$ cat src/rtl/cfd_pkg.sv
package cfd_pkg;
  localparam int CHAR_W  = 6;
  localparam int NCHAR   = 5;
  localparam int ADDR_W  = 15;
  localparam int OPC_W   = 5;
  localparam int XSEL_W  = 3;
  localparam int DET_W   = 6;
  localparam int WORD_W  = CHAR_W * NCHAR;
  localparam int CNT_W   = $clog2(NCHAR);

  typedef enum logic [1:0] {
    ST_IDLE = 2'd0,
    ST_REQ  = 2'd1,
    ST_WAIT = 2'd2,
    ST_DEC  = 2'd3
  } fetch_st_t;

  typedef struct packed {
    logic [OPC_W-1:0]  opc;
    logic [XSEL_W-1:0] xs;
    logic              rsv;
    logic [ADDR_W-1:0] af;
    logic [DET_W-1:0]  det;
  } instr_t;
endpackage

$ cat src/rtl/cfd_parity_chk.sv
module cfd_parity_chk #(
  parameter int DW = 6
) (
  input  logic [DW:0] ch,
  output logic        ok
);
  // odd parity over data plus parity bit
  assign ok = ^ch;
endmodule

$ cat src/rtl/cfd_index_file.sv
module cfd_index_file #(
  parameter int AW = 15,
  parameter int SW = 3
) (
  input  logic          clk,
  input  logic          rst_n,
  input  logic          we,
  input  logic [SW-1:0] wsel,
  input  logic [AW-1:0] wdata,
  input  logic [SW-1:0] rsel,
  output logic [AW-1:0] rdata
);
  localparam int NREG = (1 << SW) - 1;

  logic [NREG:0][AW-1:0] bank;

  assign bank[0] = '0;  // selector zero: no index modification

  for (genvar k = 1; k <= NREG; k++) begin : g_reg
    logic [AW-1:0] q;
    always_ff @(posedge clk) begin
      if (!rst_n)
        q <= '0;
      else if (we && (wsel == SW'(k)))
        q <= wdata;
    end
    assign bank[k] = q;
  end

  assign rdata = bank[rsel];

  assert_zero_reads_zero_R6: assert property (@(posedge clk) disable iff (!rst_n)
    (rsel == '0) |-> (rdata == '0));
endmodule

$ cat src/rtl/cfd_fetch_seq.sv
module cfd_fetch_seq
  import cfd_pkg::*;
#(
  parameter int CW = CHAR_W,
  parameter int NC = NCHAR,
  parameter int AW = ADDR_W
) (
  input  logic               clk,
  input  logic               rst_n,
  input  logic               start,
  input  logic [AW-1:0]      start_addr,
  output logic               start_acc,
  output logic               busy,
  output logic               rd_valid,
  input  logic               rd_ready,
  output logic [AW-1:0]      rd_addr,
  input  logic               rsp_valid,
  input  logic [CW:0]        rsp_data,
  output logic               par_fail,
  output logic               dec_go,
  output logic [CW*NC-1:0]   word
);
  localparam int WW = CW * NC;
  localparam int CNTW = (NC > 1) ? $clog2(NC) : 1;

  fetch_st_t      st;
  logic [AW-1:0]  ptr;
  logic [CNTW-1:0] cnt;
  logic           pok;
  logic           take;

  cfd_parity_chk #(.DW(CW)) u_par (
    .ch (rsp_data),
    .ok (pok)
  );

  assign busy      = (st != ST_IDLE);
  assign start_acc = start && (st == ST_IDLE);
  assign rd_valid  = (st == ST_REQ);
  assign rd_addr   = ptr;
  assign take      = (st == ST_WAIT) && rsp_valid;
  assign par_fail  = take && !pok;
  assign dec_go    = (st == ST_DEC);

  always_ff @(posedge clk) begin
    if (!rst_n) begin
      st   <= ST_IDLE;
      ptr  <= '0;
      cnt  <= '0;
      word <= '0;
    end else begin
      unique case (st)
        ST_IDLE: begin
          if (start) begin
            st   <= ST_REQ;
            ptr  <= start_addr;
            cnt  <= '0;
            word <= '0;
          end
        end
        ST_REQ: begin
          if (rd_ready) st <= ST_WAIT;
        end
        ST_WAIT: begin
          if (rsp_valid) begin
            if (!pok) begin
              st <= ST_IDLE;
            end else begin
              word <= {word[WW-CW-1:0], rsp_data[CW-1:0]};
              ptr  <= ptr + 1'b1;
              if (cnt == CNTW'(NC - 1)) begin
                st <= ST_DEC;
              end else begin
                cnt <= cnt + 1'b1;
                st  <= ST_REQ;
              end
            end
          end
        end
        ST_DEC: st <= ST_IDLE;
        default: st <= ST_IDLE;
      endcase
    end
  end

  assert_req_hold_R3: assert property (@(posedge clk) disable iff (!rst_n)
    (rd_valid && !rd_ready) |=> (rd_valid && $stable(rd_addr)));

  assert_one_outstanding_R2: assert property (@(posedge clk) disable iff (!rst_n)
    (rd_valid && rd_ready) |=> !rd_valid);

  assert_addr_step_R2: assert property (@(posedge clk) disable iff (!rst_n)
    (take && pok && (cnt != CNTW'(NC - 1))) |=> (rd_valid && (rd_addr == $past(rd_addr) + 1'b1)));

  assert_abort_idle_R7: assert property (@(posedge clk) disable iff (!rst_n)
    par_fail |=> (!busy && !rd_valid));
endmodule

$ cat src/rtl/char_fetch_decode.sv
module char_fetch_decode
  import cfd_pkg::*;
(
  input  logic                clk,
  input  logic                rst_n,
  input  logic                start,
  input  logic [ADDR_W-1:0]   start_addr,
  output logic                busy,
  output logic                rd_valid,
  input  logic                rd_ready,
  output logic [ADDR_W-1:0]   rd_addr,
  input  logic                rsp_valid,
  input  logic [CHAR_W:0]     rsp_data,
  input  logic                ix_we,
  input  logic [XSEL_W-1:0]   ix_sel,
  input  logic [ADDR_W-1:0]   ix_wdata,
  output logic                done,
  output logic [OPC_W-1:0]    opcode,
  output logic [XSEL_W-1:0]   xsel,
  output logic                rsvd_bit,
  output logic [ADDR_W-1:0]   addr_field,
  output logic [DET_W-1:0]    detail,
  output logic [ADDR_W-1:0]   eff_addr,
  output logic                illegal,
  output logic                parity_err
);
  logic              start_acc;
  logic              par_fail;
  logic              dec_go;
  logic [WORD_W-1:0] word;
  instr_t            fld;
  logic [ADDR_W-1:0] ix_val;

  cfd_fetch_seq #(.CW(CHAR_W), .NC(NCHAR), .AW(ADDR_W)) u_seq (
    .clk        (clk),
    .rst_n      (rst_n),
    .start      (start),
    .start_addr (start_addr),
    .start_acc  (start_acc),
    .busy       (busy),
    .rd_valid   (rd_valid),
    .rd_ready   (rd_ready),
    .rd_addr    (rd_addr),
    .rsp_valid  (rsp_valid),
    .rsp_data   (rsp_data),
    .par_fail   (par_fail),
    .dec_go     (dec_go),
    .word       (word)
  );

  assign fld = instr_t'(word);

  cfd_index_file #(.AW(ADDR_W), .SW(XSEL_W)) u_ix (
    .clk   (clk),
    .rst_n (rst_n),
    .we    (ix_we),
    .wsel  (ix_sel),
    .wdata (ix_wdata),
    .rsel  (fld.xs),
    .rdata (ix_val)
  );

  always_ff @(posedge clk) begin
    if (!rst_n) begin
      done       <= 1'b0;
      opcode     <= '0;
      xsel       <= '0;
      rsvd_bit   <= 1'b0;
      addr_field <= '0;
      detail     <= '0;
      eff_addr   <= '0;
      illegal    <= 1'b0;
      parity_err <= 1'b0;
    end else begin
      done <= dec_go;
      if (start_acc) begin
        illegal    <= 1'b0;
        parity_err <= 1'b0;
      end
      if (par_fail) parity_err <= 1'b1;
      if (dec_go) begin
        opcode     <= fld.opc;
        xsel       <= fld.xs;
        rsvd_bit   <= fld.rsv;
        addr_field <= fld.af;
        detail     <= fld.det;
        eff_addr   <= fld.af + ix_val;
        illegal    <= fld.rsv;
      end
    end
  end

  assert_done_pulse_R9: assert property (@(posedge clk) disable iff (!rst_n)
    done |=> !done);

  assert_fields_hold_R9: assert property (@(posedge clk) disable iff (!rst_n)
    (!busy && !start) |=> ($stable(eff_addr) && $stable(opcode) && $stable(addr_field) && $stable(detail)));

  assert_no_done_on_perr_R7: assert property (@(posedge clk) disable iff (!rst_n)
    parity_err |-> !done);

  assert_done_after_idle_R2: assert property (@(posedge clk) disable iff (!rst_n)
    done |-> !busy);
endmodule

$ cat config.mk
export PLATFORM = sky130hd
export DESIGN_NAME = char_fetch_decode
export DESIGN_NICKNAME = d
export VERILOG_FILES = /design/src/rtl/cfd_pkg.sv /design/src/rtl/cfd_parity_chk.sv /design/src/rtl/cfd_index_file.sv /design/src/rtl/cfd_fetch_seq.sv /design/src/rtl/char_fetch_decode.sv
export SDC_FILE = /design/constraint.sdc
export NUM_CORES = 1
export LEC_CHECK = 0
export BUFFER_PORTS_ARGS = -buffer_cell sky130_fd_sc_hd__buf_2
export CAP_MARGIN = 40
export CORE_MARGIN = 2
export CORE_UTILIZATION = 40
export CTS_BUF_LIST = sky130_fd_sc_hd__clkbuf_8
export DETAILED_ROUTE_END_ITERATION = 16
export PLACE_DENSITY = 0.63
export SYNTH_ARGS = -nofsm -noshare
export SYNTH_HDL_FRONTEND = slang
export SYNTH_SLANG_ARGS = --single-unit
$ cat constraint.sdc
create_clock -name clk -period 2.9 [get_ports clk]
set_input_delay 0.87 -clock clk [delete_from_list [all_inputs] [get_ports clk]]
set_output_delay 0.87 -clock clk [all_outputs]
set_load 0.01 [all_outputs]
==> results.yml <==
status:
  status: "finished, violations left"
  violations: "negative setup slack"
sta:
  maxSlewHeadroom_pct: 46.1
  finalCriticalPeriod_ns: 2.91
  fin_crit_sh_pct: 100
  whs_ns: 0.457
  hold_violations: 0
  rsz0062_at_grt: "true"
  tightest_slew_ns: 0.808
  clock_skew_ns: 0.0318
  maxSlewViolCount: 0
  fin_ws_ns: -0.00970
  fmax_ghz: 0.344
  setup_viol: 1
synthesis:
  synth_cells: 1190
  ys_seq_elements: 203
  yosys.area.top_type: "dfxtp_1"
  postSynthAreaPerCell_um2: 8.05
  synth.most_common_cell: "nand2_1"
  synth-edff-count: 0
  synthArstFlopShare_pct: 0
  synth.area.top_cells: "dfxtp_1, nand2_1, a21boi_0, mux4_2, nand3_1"
  netlist_area_mm2: 0.00958
  ys_top_cells_by_count: "nand2_1, dfxtp_1, a21boi_0, clkbuf_1, nand3_1"
  synthFlopType: "dfxtp_1"
  ys_seq_area_share_pct: 42.4
  synth_top_area_share_pct: 42.4
  synth_warnings: 0
  synthDistinctLibCells: 52
  synthesis.nets: 1254
grt:
  grt_max_degree: 58
  grt_pass1_wl_um: 43200
  grt_pass1_vias: 8301
  antenna_found_initial: 0
  overflow: 0
  grt_use_total_pct: 20.6
die:
  die_h_um: 159
  die_area_mm2: 0.0252
  core_area_mm2: 0.0235
  ios: 111
  die_w_um: 159
  fp-row-count: 56
  initial_core_util_pct: 40.8
critical_path:
  worst_setup_path_start_kind: "flip-flop"
  critPathMostFrequentCell: "o21a_1"
  worst-path-buf-inv: 3
  crit_path_max_incr_delay_ns: 0.40
  cp-startpoint: "u_seq.word[22]"
  critPathSlowestCell: "ha_1"
  r2r-start: "u_seq.word[22]"
  crit_type: "flip-flop to flip-flop"
  worstPathCellList: "buf_8 -> buf_12 -> buf_4 -> mux2_2 -> a21oi_1 -> o21ai_0 -> ha_1 -> nand2_1 -> o21a_1 -> o21a_1 -> or4_1 -> nand4_1"
  crit_cells: 12
  cp_data_required_time_ns: 3.36
  critPathMaxFanout: 10
  reg2reg_depth: 12
  cp.arrival_ns: 3.37
  crit_family: "compound AO/OA/AOI/OAI gates"
  endpoint_kind: "flip-flop"
place:
  dp_hpwl_um: 17500
  place_area_mm2: 0.0107
  gp_congestion: 0.845
  port_buffers: 110
  dp_slack_ns: -0.0763
route:
  ant_nets: 0
  firstDrtPassIters: 5
  wl_per_cell_um: 15.8
  via_count: 8591
  drcViolationCount: 0
  viasPerCell: 5.17
  drt-initial-drc-count: 598
  wl_um: 26200
cells_and_area:
  regArea_mm2: 0.00407
  stdcell_area_mm2: 0.0117
  diodes: 0
  layout.nets: 1382
  fill_cells: 2326
  syn_to_final_growth_pct: 22.2
  drive_above_1_share_pct: 21.6
  multi_input_area_mm2: 0.00531
hold_path:
  min-delay-start: "opcode[2]"
  hp-class: "flip-flop to flip-flop"
  min_path_cells: 2
cts:
  cts_root_buf: "clkbuf_8"
  clock-sinks: 203
  cts.clk_slew.worst_paths_ns: 0.07
  htreeDepth: 2
  clock_latency_ns: 0.52
  ctsLongestPathBuffers: 3
  cts_tree: "yes"
  cts_buffers: 35
power:
  power_mw: 6.13
  p_leak_nw: 4.44
  power.density_mw_per_mm2: 523
  peakVddDrop_v: 0.000335
run:
  cap_violations: 0
==> logic make-up (layout without fill, tap and decap cells) <==
logic type               count (synthesis)  in the layout  share of synthesized area (%)
AO/OA/AOI/OAI                          301            301                           21.8
XOR/XNOR                                13             13                           1.27
adder cells (fa/ha/maj)                 18             18                           2.43
buffers and inverters                   89            242                           3.64
flip-flops                             203            203                           42.4
multiplexers                            31             31                           5.39
AND/OR/NAND/NOR                        535            535                           23.0
==> through the flow <==
| stage | utilization [%] | cells | setup TNS [ns] |
|---|---|---|---|
| after floorplan | - | 1190 | 0 |
| after global placement | 45.4 | 1588 | 0 |
| after detailed placement | 45.4 | 1588 | -0.354 |
| after CTS | 49.3 | 1656 | -0.0200 |
| after global routing | 49.9 | 1662 | -0.605 |
| final | 49.9 | 1662 | -0.00970 |
==> flip-flops by register name, summed over array words and instances, names as in the netlist, 2 cells and up <==
name / cells
eff_addr: 15
detail: 6
u_ix.g.q: 105
u_seq.cnt: 3
u_seq.word: 30
addr_field: 15
opcode: 5
u_seq.st: 2
xsel: 3
u_seq.rd_addr: 15
==> cell usage in the layout (no fill, tap or decap), types with 3 or more instances in the layout <==
master    netlist  final
xnor2_1         6      6
or3_1           3      3
mux4_2         15     15
nand4_1         4      4
a21boi_0      172    168
nor2_1         37     37
nor3_1          7      6
buf_12          0      5
a31oi_1         3      3
nand2_1       392    389
nand3_1        53     53
o211ai_1        3      3
xor2_1          6      5
o21ai_1         0      3
nand2b_1        8      8
mux2_2         15     15
a21oi_2         1      5
a21o_1          5      5
inv_1          10     14
a21oi_1        45     40
o21a_1          8      8
buf_4           0     53
and2_1          9      9
clkinv_2        0      3
o31ai_1         9      8
buf_2          12    109
nand2_2         0      3
o221a_2         3      3
o21ai_0        33     29
dfxtp_1       203    202
clkbuf_8        0     52
nor2b_1        13     10
ha_1           17     14
==> tightest hold or removal path, cell delays in order, from the launching register on <==
cell and delay, ns:
dfxtp_1 0.30, nand2_1 0.04, a21boi_0 0.06
==> power breakdown <==
part | internal (mW) | leakage [nW] | switching, mW | total [mW]
Sequential | 2.84 | 1.64 | 0.0512 | 2.90
Combinational | 0.188 | 2.38 | 0.289 | 0.477
Clock | 1.58 | 0.417 | 1.17 | 2.75
==> area by class of cell <==
class	count	area share (%)
clock buffers	52	6.11
inverters	10	0.321
clock inverters	10	0.427
flip-flops and latches	203	34.7
repair buffers	170	9.60
multi-input cells	898	45.4
well taps	319	3.41
==> repair_timing <==
item	CTS	global route
gates cloned	2	0
buffers inserted	4	6
pin swaps	7	12
endpoints found under the setup margin	8	9
gates resized for setup	15	22
hold buffers	0	0
==> final timing paths <==
check                  to  slack (ns)
max reg2reg  eff_addr[11]       -0.01
min reg2reg     opcode[2]        0.46
min             opcode[2]        0.46
max          eff_addr[11]       -0.01
==> routing by layer <==
layer  vias to the layer above  routed length (µm)  track usage (%)
met1                      4008               12500             28.7
li1                       4307                   -                -
met3                        45                1320             3.45
met2                       231               11800             32.8
met5                         -                   0                0
met4                         0                 608             6.30
(Power assumes the default switching activity.)
